[src/rtl/smx_pkg.sv]
package smx_pkg;

  typedef enum logic [1:0] {
    PAT_FLAT    = 2'd0,
    PAT_ROW     = 2'd1,
    PAT_COL     = 2'd2,
    PAT_CHECKER = 2'd3
  } smx_pattern_e;

  localparam logic [2:0] CODE_ROW     = 3'd2;
  localparam logic [2:0] CODE_COL     = 3'd4;
  localparam logic [2:0] CODE_CHECKER = 3'd6;

  localparam logic [1:0] FORCE_TOP = 2'd2;
  localparam logic [1:0] FORCE_BOT = 2'd3;

  localparam int unsigned NUM_SLOTS = 2;
  localparam int unsigned SLOT_FRAME = 0;
  localparam int unsigned SLOT_FIELD = 1;

  typedef struct packed {
    logic vld;
    logic bot;
  } smx_force_t;

  function automatic smx_pattern_e decode_pattern(input logic en, input logic [2:0] code);
    smx_pattern_e p;
    p = PAT_FLAT;
    if (en) begin
      case (code)
        CODE_ROW:     p = PAT_ROW;
        CODE_COL:     p = PAT_COL;
        CODE_CHECKER: p = PAT_CHECKER;
        default:      p = PAT_FLAT;
      endcase
    end
    return p;
  endfunction

  function automatic smx_force_t decode_force(input logic [1:0] code);
    smx_force_t f;
    case (code)
      FORCE_TOP: f = '{vld: 1'b1, bot: 1'b0};
      FORCE_BOT: f = '{vld: 1'b1, bot: 1'b1};
      default:   f = '{vld: 1'b0, bot: 1'b0};
    endcase
    return f;
  endfunction

endpackage

[src/rtl/smx_force_slot.sv]
module smx_force_slot
  import smx_pkg::*;
(
  input  logic       clk,
  input  logic       rst_n,
  input  logic       load,
  input  logic [1:0] code,
  input  logic       boundary,
  output smx_force_t pend
);

  smx_force_t pend_q;
  smx_force_t pend_d;
  logic       pend_en;

  // A load overrides; otherwise a boundary consumes a valid request.
  always_comb begin
    pend_en = load | (boundary & pend_q.vld);
    pend_d  = load ? decode_force(code) : '0;
  end

  always_ff @(posedge clk or negedge rst_n) begin
    if (!rst_n) begin
      pend_q <= '0;
    end else if (pend_en) begin
      pend_q <= pend_d;
    end
  end

  assign pend = pend_q;

endmodule

[src/rtl/smx_boundary.sv]
module smx_boundary (
  input  logic clk,
  input  logic rst_n,
  input  logic frame_start,
  input  logic field_id,
  output logic frame_evt,
  output logic field_evt,
  output logic field_prev
);

  logic field_q;
  logic field_d;
  logic field_en;

  always_comb begin
    field_en = field_id ^ field_q;
    field_d  = field_id;
  end

  always_ff @(posedge clk or negedge rst_n) begin
    if (!rst_n) begin
      field_q <= 1'b0;
    end else if (field_en) begin
      field_q <= field_d;
    end
  end

  assign frame_evt  = frame_start;
  assign field_evt  = field_en;
  assign field_prev = field_q;

endmodule

[src/rtl/smx_polarity.sv]
module smx_polarity
  import smx_pkg::*;
(
  input  logic       clk,
  input  logic       rst_n,
  input  logic       frame_evt,
  input  logic       field_evt,
  input  logic       frame_alt,
  input  logic       field_alt,
  input  smx_force_t frm_pend,
  input  smx_force_t fld_pend,
  output logic       pol_now,
  output logic       pol_q
);

  logic pol_r;
  logic pol_d;
  logic pol_en;
  logic flip;

  always_comb begin
    flip   = (frame_evt & frame_alt) ^ (field_evt & field_alt);
    pol_en = frame_evt | field_evt;
    if (frame_evt && frm_pend.vld) begin
      pol_d = frm_pend.bot;
    end else if (field_evt && fld_pend.vld) begin
      pol_d = fld_pend.bot;
    end else begin
      pol_d = pol_r ^ flip;
    end
  end

  always_ff @(posedge clk or negedge rst_n) begin
    if (!rst_n) begin
      pol_r <= 1'b0;
    end else if (pol_en) begin
      pol_r <= pol_d;
    end
  end

  assign pol_now = pol_d;
  assign pol_q   = pol_r;

endmodule

[src/rtl/smx_pattern.sv]
module smx_pattern
  import smx_pkg::*;
(
  input  smx_pattern_e pat,
  input  logic         x_lsb,
  input  logic         y_lsb,
  input  logic         pol,
  output logic         pick_bot
);

  always_comb begin
    case (pat)
      PAT_ROW:     pick_bot = y_lsb ^ pol;
      PAT_COL:     pick_bot = x_lsb ^ pol;
      PAT_CHECKER: pick_bot = x_lsb ^ y_lsb ^ pol;
      default:     pick_bot = 1'b0;
    endcase
  end

endmodule

[src/rtl/stereo_mix_sel.sv]
module stereo_mix_sel
  import smx_pkg::*;
#(
  parameter int unsigned PIX_W = 30,
  parameter int unsigned X_W   = 13,
  parameter int unsigned Y_W   = 13
) (
  input  logic             clk,
  input  logic             rst_n,
  input  logic             cfg_en,
  input  logic [2:0]       cfg_mode,
  input  logic             cfg_frame_alt,
  input  logic             cfg_field_alt,
  input  logic [1:0]       cfg_frame_force,
  input  logic [1:0]       cfg_field_force,
  input  logic             cfg_force_load,
  input  logic             frame_start,
  input  logic             field_id,
  input  logic [X_W-1:0]   pix_x,
  input  logic [Y_W-1:0]   pix_y,
  input  logic [PIX_W-1:0] top_pix,
  input  logic [PIX_W-1:0] bot_pix,
  output logic [PIX_W-1:0] out_pix,
  output logic             out_bot
);

  logic         frame_evt;
  logic         field_evt;
  logic         field_prev;
  logic         pol_now;
  logic         pol_q;
  logic         pick_bot;
  smx_pattern_e pat;
  smx_force_t   frm_pend;
  smx_force_t   fld_pend;

  smx_force_t   slot_pend [NUM_SLOTS];
  logic [1:0]   slot_code [NUM_SLOTS];
  logic         slot_bnd  [NUM_SLOTS];

  // Only the coordinate parities steer the pattern.
  logic unused_coord_hi;
  assign unused_coord_hi = ^{pix_x[X_W-1:1], pix_y[Y_W-1:1]};

  smx_boundary u_bnd (
    .clk        (clk),
    .rst_n      (rst_n),
    .frame_start(frame_start),
    .field_id   (field_id),
    .frame_evt  (frame_evt),
    .field_evt  (field_evt),
    .field_prev (field_prev)
  );

  assign slot_code[SLOT_FRAME] = cfg_frame_force;
  assign slot_code[SLOT_FIELD] = cfg_field_force;
  assign slot_bnd[SLOT_FRAME]  = frame_evt;
  assign slot_bnd[SLOT_FIELD]  = field_evt;

  for (genvar s = 0; s < NUM_SLOTS; s++) begin : g_slot
    smx_force_slot u_slot (
      .clk     (clk),
      .rst_n   (rst_n),
      .load    (cfg_force_load),
      .code    (slot_code[s]),
      .boundary(slot_bnd[s]),
      .pend    (slot_pend[s])
    );
  end

  assign frm_pend = slot_pend[SLOT_FRAME];
  assign fld_pend = slot_pend[SLOT_FIELD];

  smx_polarity u_pol (
    .clk      (clk),
    .rst_n    (rst_n),
    .frame_evt(frame_evt),
    .field_evt(field_evt),
    .frame_alt(cfg_frame_alt),
    .field_alt(cfg_field_alt),
    .frm_pend (frm_pend),
    .fld_pend (fld_pend),
    .pol_now  (pol_now),
    .pol_q    (pol_q)
  );

  assign pat = decode_pattern(cfg_en, cfg_mode);

  smx_pattern u_pat (
    .pat     (pat),
    .x_lsb   (pix_x[0]),
    .y_lsb   (pix_y[0]),
    .pol     (pol_now),
    .pick_bot(pick_bot)
  );

  logic [PIX_W-1:0] out_pix_d;
  logic             out_bot_d;

  always_comb begin
    out_bot_d = pick_bot;
    out_pix_d = pick_bot ? bot_pix : top_pix;
  end

  always_ff @(posedge clk or negedge rst_n) begin
    if (!rst_n) begin
      out_pix <= '0;
      out_bot <= 1'b0;
    end else begin
      out_pix <= out_pix_d;
      out_bot <= out_bot_d;
    end
  end

endmodule

[config.mk]
export PLATFORM = sky130hd
export DESIGN_NAME = stereo_mix_sel
export DESIGN_NICKNAME = d
export VERILOG_FILES = /design/src/rtl/smx_pkg.sv /design/src/rtl/smx_force_slot.sv /design/src/rtl/smx_boundary.sv /design/src/rtl/smx_polarity.sv /design/src/rtl/smx_pattern.sv /design/src/rtl/stereo_mix_sel.sv
export SDC_FILE = /design/constraint.sdc
export NUM_CORES = 1
export LEC_CHECK = 0
export ABC_AREA = 0
export BUFFER_PORTS_ARGS = -buffer_cell sky130_fd_sc_hd__buf_2
export CORE_ASPECT_RATIO = 1.5
export CORE_MARGIN = 3
export CORE_UTILIZATION = 30
export CTS_CLUSTER_SIZE = 30
export DETAILED_ROUTE_END_ITERATION = 7
export PLACE_DENSITY = 0.54
export SYNTH_ARGS = -nofsm -noshare
export SYNTH_HDL_FRONTEND = slang
export SYNTH_SLANG_ARGS = --single-unit
[constraint.sdc]
create_clock -name clk -period 2.3 [get_ports clk]
set_clock_uncertainty 0.05 [all_clocks]
set_input_delay 0.46 -clock clk [delete_from_list [all_inputs] [get_ports clk]]
set_output_delay 0.46 -clock clk [all_outputs]
set_load 0.03 [all_outputs]
==> impl_metrics.ini, run 1 <==
[run_status]
status = finished clean

[global_routing]
track_usage = 0.1853
grt_pass1_wl_um = 19620
grt_pass1_vias = 3910
antenna_found_initial = 0
grt_start_max_net_pins = 62
overflow = 0

[critical_path]
slowest_delay_ns = 0.39
crit_end = out_pix[7]$_DFF_PN0_
path_cells = xnor2_1 -> buf_4 -> nand2b_1 -> o221ai_4 -> or2_4 -> buf_12 -> o221ai_2 -> or3_1
path_delay_family = simple AND/OR/NAND/NOR gates
cp-end-kind = flip-flop
reg2regPathDepth = 8
crit_arrival_ns = 2.28
r2r-end = out_pix[7]$_DFF_PN0_
cp_slowest_cell = or3_1
worstSetupPathDepth = 8
critical_path_class = reg -> reg
worstPathMaxFanout = 21
ff2ff_setup_slack_ns = 0.12
cp_num_buf_inv = 2
crit_required_ns = 2.39
r2r_start = u_bnd.field_prev$_DFFE_PN0N_
cp-start-kind = flip-flop
startpoint = u_bnd.field_prev$_DFFE_PN0N_

[cts]
postCtsSetupRepairBufs = 0
htree_levels = 2
hold_buffers = 0
cts_buffer_depth = 2
path_clk_slew_ns = 0.06
clock-root-buffer = clkbuf_16
clock_latency_ns = 0.29
cts_sinks = 37
cts_tree = yes
cts_resized = 0
cts_buffers = 5

[floorplanning]
initial_core_util = 0.3120
die_x_um = 94.25
dieHeight_um = 138.4
rows = 47
coreArea_um2 = 11230
ios = 132
die-area_um2 = 13040

[synth]
netlist_area_um2 = 3505
netlist-cell-type-count = 30
yosys_most_used_dff = dfrtp_1
synth_warnings = 0
synthesis.nets = 568
yosysMostFrequentCell = nand2_1
yosysSeqAreaShare = 0.2642
synth_common_cells = nand2_1 (99), nand3_1 (93), o21ai_0 (65), clkbuf_1 (38), dfrtp_1 (37)
synth_top_area_share = 0.2642
ys_ff_latch = 37
async_flop_share = 1.000
syn_inst = 467
yosysTopAreaCell = dfrtp_1
synth_enable_flop_cells = 0
synthTopCellsByArea = dfrtp_1 (26%), nand3_1 (13%), o221ai_2 (13%), nand2_1 (11%), o21ai_0 (9.3%)
synth.avg_cell_area_um2 = 7.505

[cells_and_area]
n_fill_cell = 1156
fin_area_um2 = 4488
fin_nets = 659
multi_input_area_um2 = 2267
drive_above_1_share = 0.3363
fin_cells = 706
ff_latch_area_um2 = 925.9
utilization = 0.3996
diodes = 0
syn_to_final_growth_pct = 28.06

[place]
dp_hpwl_um = 8245
placed_cells = 697
place_ws_ns = -0.1114
io_buffers = 107
placed_area_um2 = 4267
globalplace.congestion = 0.8178

[sta]
slew_headroom = 0.5835
layout_setup_ws_ns = 0.1159
worst_pin_slew_ns = 0.6241
hold_viol = 0
tns_ns = 0
setup_violations = 0
rsz0062_at_grt = no
fin_crit_ns = 2.184
fin_hold_ws_ns = 0.09418
drv_slew = 0
max_freq_mhz = 457.9
final.period_utilization = 0.9496

[power]
power_mw = 2.986
power_per_cell_area_nw_per_um2 = 665.4
leakage_nw = 1.809
peakVddDrop_mv = 0.3367

[routing]
finalWirelength_um = 12460
vias = 4095
firstDrtPassIters = 5
drtIter0Drc = 342
ant_nets = 0
drc = 0
wire_per_inst_um = 17.64
vias_per_cell = 5.800

[min_path]
hold_path_class = in -> async

[run]
maxCapViolCount = 0
-- flip-flops by register name (all words and copies together), names as in the netlist --
register,count
out_pix,30
g_slot.u_slot.pend,4
out_bot,1
u_bnd.field_prev,1
u_pol.pol_q,1
-- cell type report --
type,instances,area share
inverters,1,0.0008364
repair buffers,140,0.2043
multi-input cells,373,0.5052
clock inverters,3,0.01450
clock buffers,5,0.02788
flip-flops and latches,37,0.2063
well taps,147,0.04098
-- power by group --
group | switching [mW] | internal [mW] | total (mW)
logic | 0.817 | 0.459 | 1.28
registers | 0.0369 | 0.752 | 0.789
clock network | 0.301 | 0.620 | 0.922
-- layout by cell type, fill, tap and decap left out, types with 4 or more instances in the layout --
master     count
buf_2        107
nand2_1       98
nand3_1       93
o21ai_0       65
dfrtp_1       37
o2111ai_1     30
o221ai_2      30
or3_1         30
buf_4         22
buf_12         9
clkbuf_16      6
nor2_2         4
-- layer usage --
layer,GRT usage,part of all wire,up-vias
met5,0,0,-
met4,0.08904,0.022,0
met3,0.02663,0.076,20
met2,0.3185,0.52,212
met1,0.2221,0.38,1945
li1,-,-,1918
-- cell families after synthesis --
logic type / count (synthesis) / synth area share
xor+xnor: 3 / 0.007499
simple gates: 240 / 0.3203
mux: 1 / 0.004283
compound gates: 129 / 0.3099
buf+inv: 57 / 0.09389
flops: 37 / 0.2642
-- worst min path at each step --
| stage | startpoint | end | slack [ns] | cells after the start |
|---|---|---|---|---|
| CTS | rst_n | out_pix[12]$_DFF_PN0_ | 0.10 | 2 |
| global placement | rst_n | out_pix[1]$_DFF_PN0_ | 0.40 | 2 |
| floorplan | rst_n | g_slot[0].u_slot.pend[0]$_DFFE_PN0P_ | 0.11 | 0 |
| detailed placement | rst_n | out_pix[1]$_DFF_PN0_ | 0.40 | 2 |
| finish | rst_n | g_slot[1].u_slot.pend[0]$_DFFE_PN0P_ | 0.09 | 2 |
| global route | rst_n | g_slot[1].u_slot.pend[0]$_DFFE_PN0P_ | 0.11 | 2 |
Note: power is estimated with default switching activity, not from simulation.
==> run 2, diff against run 1 <==
--- a/config.mk
+++ b/config.mk
@@ -13,6 +13,8 @@
 export CTS_CLUSTER_SIZE = 30
 export DETAILED_ROUTE_END_ITERATION = 7
 export PLACE_DENSITY = 0.54
+export RECOVER_POWER = 100
+export SKIP_LAST_GASP = 1
 export SYNTH_ARGS = -nofsm -noshare
 export SYNTH_HDL_FRONTEND = slang
 export SYNTH_SLANG_ARGS = --single-unit
==> impl_metrics.ini, run 2 (synthesis results as in run 1) <==
[run_status]
status = finished clean

[sta]
tns_ns = 0
drv_slew = 0
hold_viol = 0
setup_violations = 0
slew_headroom = 0.3150
fin_hold_ws_ns = 0.2664
fin_crit_ns = 2.164
worst_pin_slew_ns = 1.027
final.period_utilization = 0.9408
max_freq_mhz = 462.1
rsz0062_at_grt = no

[floorplanning]
rows = 47
dieHeight_um = 138.4
die-area_um2 = 13040
die_x_um = 94.25
coreArea_um2 = 11230
initial_core_util = 0.3120
ios = 132

[power]
power.clock.fraction = 0.313
power_mw = 2.941
peakVddDrop_mv = 0.3383
combPwrFrac = 0.417
seq_power_share = 0.270
leakage_nw = 1.716
swShare = 0.3910
p_int_mw = 1.791
power_switching_mw = 1.150
power_per_cell_area_nw_per_um2 = 665.8

[routing]
wire_per_inst_um = 17.57
vias = 4099
ant_nets = 0
finalWirelength_um = 12400
vias_per_cell = 5.806
firstDrtPassIters = 5
drc = 0
drtIter0Drc = 413

[global_routing]
grt_pass1_wl_um = 19620
grt_start_max_net_pins = 62
overflow = 0
grt_pass1_vias = 3910
grt_util_met3 = 0.02663
track_usage = 0.1853
met2_usage = 0.3185
antenna_found_initial = 0
busiest_layer = met2
grtUsageMet1 = 0.2221

[critical_path]
cp-end-kind = flip-flop
critical_path_class = reg -> reg
crit_arrival_ns = 2.27
reg2regPathDepth = 8
ff2ff_setup_slack_ns = 0.14
r2r-end = out_pix[12]$_DFF_PN0_
startpoint = u_bnd.field_prev$_DFFE_PN0N_
crit_end = out_pix[12]$_DFF_PN0_
worstPathMaxFanout = 15
r2r_start = u_bnd.field_prev$_DFFE_PN0N_
cp-start-kind = flip-flop
crit_required_ns = 2.41

[cts]
hold_buffers = 0
cts_buffers = 5
path_clk_slew_ns = 0.07
cts_buffer_depth = 2
cts_tree = yes
clock-root-buffer = clkbuf_16
htree_levels = 2
clock_latency_ns = 0.28
cts_sinks = 37

[cells_and_area]
fin_cells = 706
largest_reg_flops = 30
layout_commonest_cell = nand2_1
largest_register = out_pix
drive_above_1_share = 0.2773
diodes = 0
fin_nets = 659
ff_latch_area_um2 = 925.9
multi_input_area_um2 = 2261
syn_to_final_growth_pct = 26.06
n_fill_cell = 1176
utilization = 0.3933
final_cell_mix = nand2_1 (98), nand3_1 (93), buf_2 (75), o21ai_0 (66), dfrtp_1 (37)

[place]
dp_hpwl_um = 8245
placed_cells = 697
io_buffers = 107
globalplace.congestion = 0.8178

[run]
maxCapViolCount = 0

[min_path]
hold_path_class = in -> reg
## run 2: cell types whose count changed in the layout (fill, tap and decap cells not counted)
| cell | delta |
|---|---|
| buf_6 | +1 |
| buf_12 | -2 |
| clkbuf_2 | +1 |
| buf_2 | -32 |
| o21ai_0 | +1 |
| clkbuf_1 | +32 |
| o221ai_2 | -1 |
| o21ai_1 | -1 |
| o221ai_1 | +1 |
## run 2: worst max-delay path: stages (launching register included)
cell	delay, ns
dfrtp_1	0.37
xnor2_1	0.12
buf_4	0.14
nand2b_1	0.19
o221ai_4	0.24
or2_4	0.23
buf_6	0.19
o21ai_0	0.11
or3_1	0.40
## run 2: worst min-delay path by stage
stage	from	endpoint	slack, ns	cells after the start
floorplan	rst_n	g_slot[0].u_slot.pend[0]$_DFFE_PN0P_	0.11	0
global placement	rst_n	out_pix[1]$_DFF_PN0_	0.40	2
detailed placement	rst_n	out_pix[1]$_DFF_PN0_	0.40	2
CTS	rst_n	out_pix[12]$_DFF_PN0_	0.10	2
global route	field_id	u_bnd.field_prev$_DFFE_PN0N_	0.27	1
finish	field_id	u_bnd.field_prev$_DFFE_PN0N_	0.27	1
## run 2: through the flow
stage | setup slack (ns) | instance area (µm²)
final | 0.1362 | 4418
after global routing | 0.002895 | 4418
after CTS | 0.09116 | 4457
after detailed placement | -0.1114 | 4267
after global placement | -0.08467 | 4267
after floorplan | 0.2037 | 3505
## run 2: metal layers
metal  vias up  part of all wire
met5         -                 0
met4         0             0.026
met3        36             0.068
met2       209              0.52
met1      1935              0.39
li1       1919                 -
## run 2: power by group through the flow
stage / registers, mW / logic (mW) / clock network, mW
after global placement: 0.801 / 1.22 / 0
after detailed placement: 0.800 / 1.23 / 0
after CTS: 0.790 / 1.24 / 0.946
final: 0.793 / 1.23 / 0.921
after floorplan: 0.991 / 0.650 / 0
after global routing: 0.804 / 1.33 / 0.968
## run 2: area by class of cell
type                    instances  area share
well taps                     147     0.04163
flip-flops and latches         37      0.2096
repair buffers                140      0.1931
clock inverters                 3     0.01473
clock buffers                   5     0.02832
inverters                       1   0.0008496
multi-input cells             373      0.5118
## run 2: what timing repair did
| action | CTS | global route |
|---|---|---|
| resized for setup | 0 | 2 |
| buffers inserted | 0 | 0 |
| setup endpoints to repair | 0 | 10 |
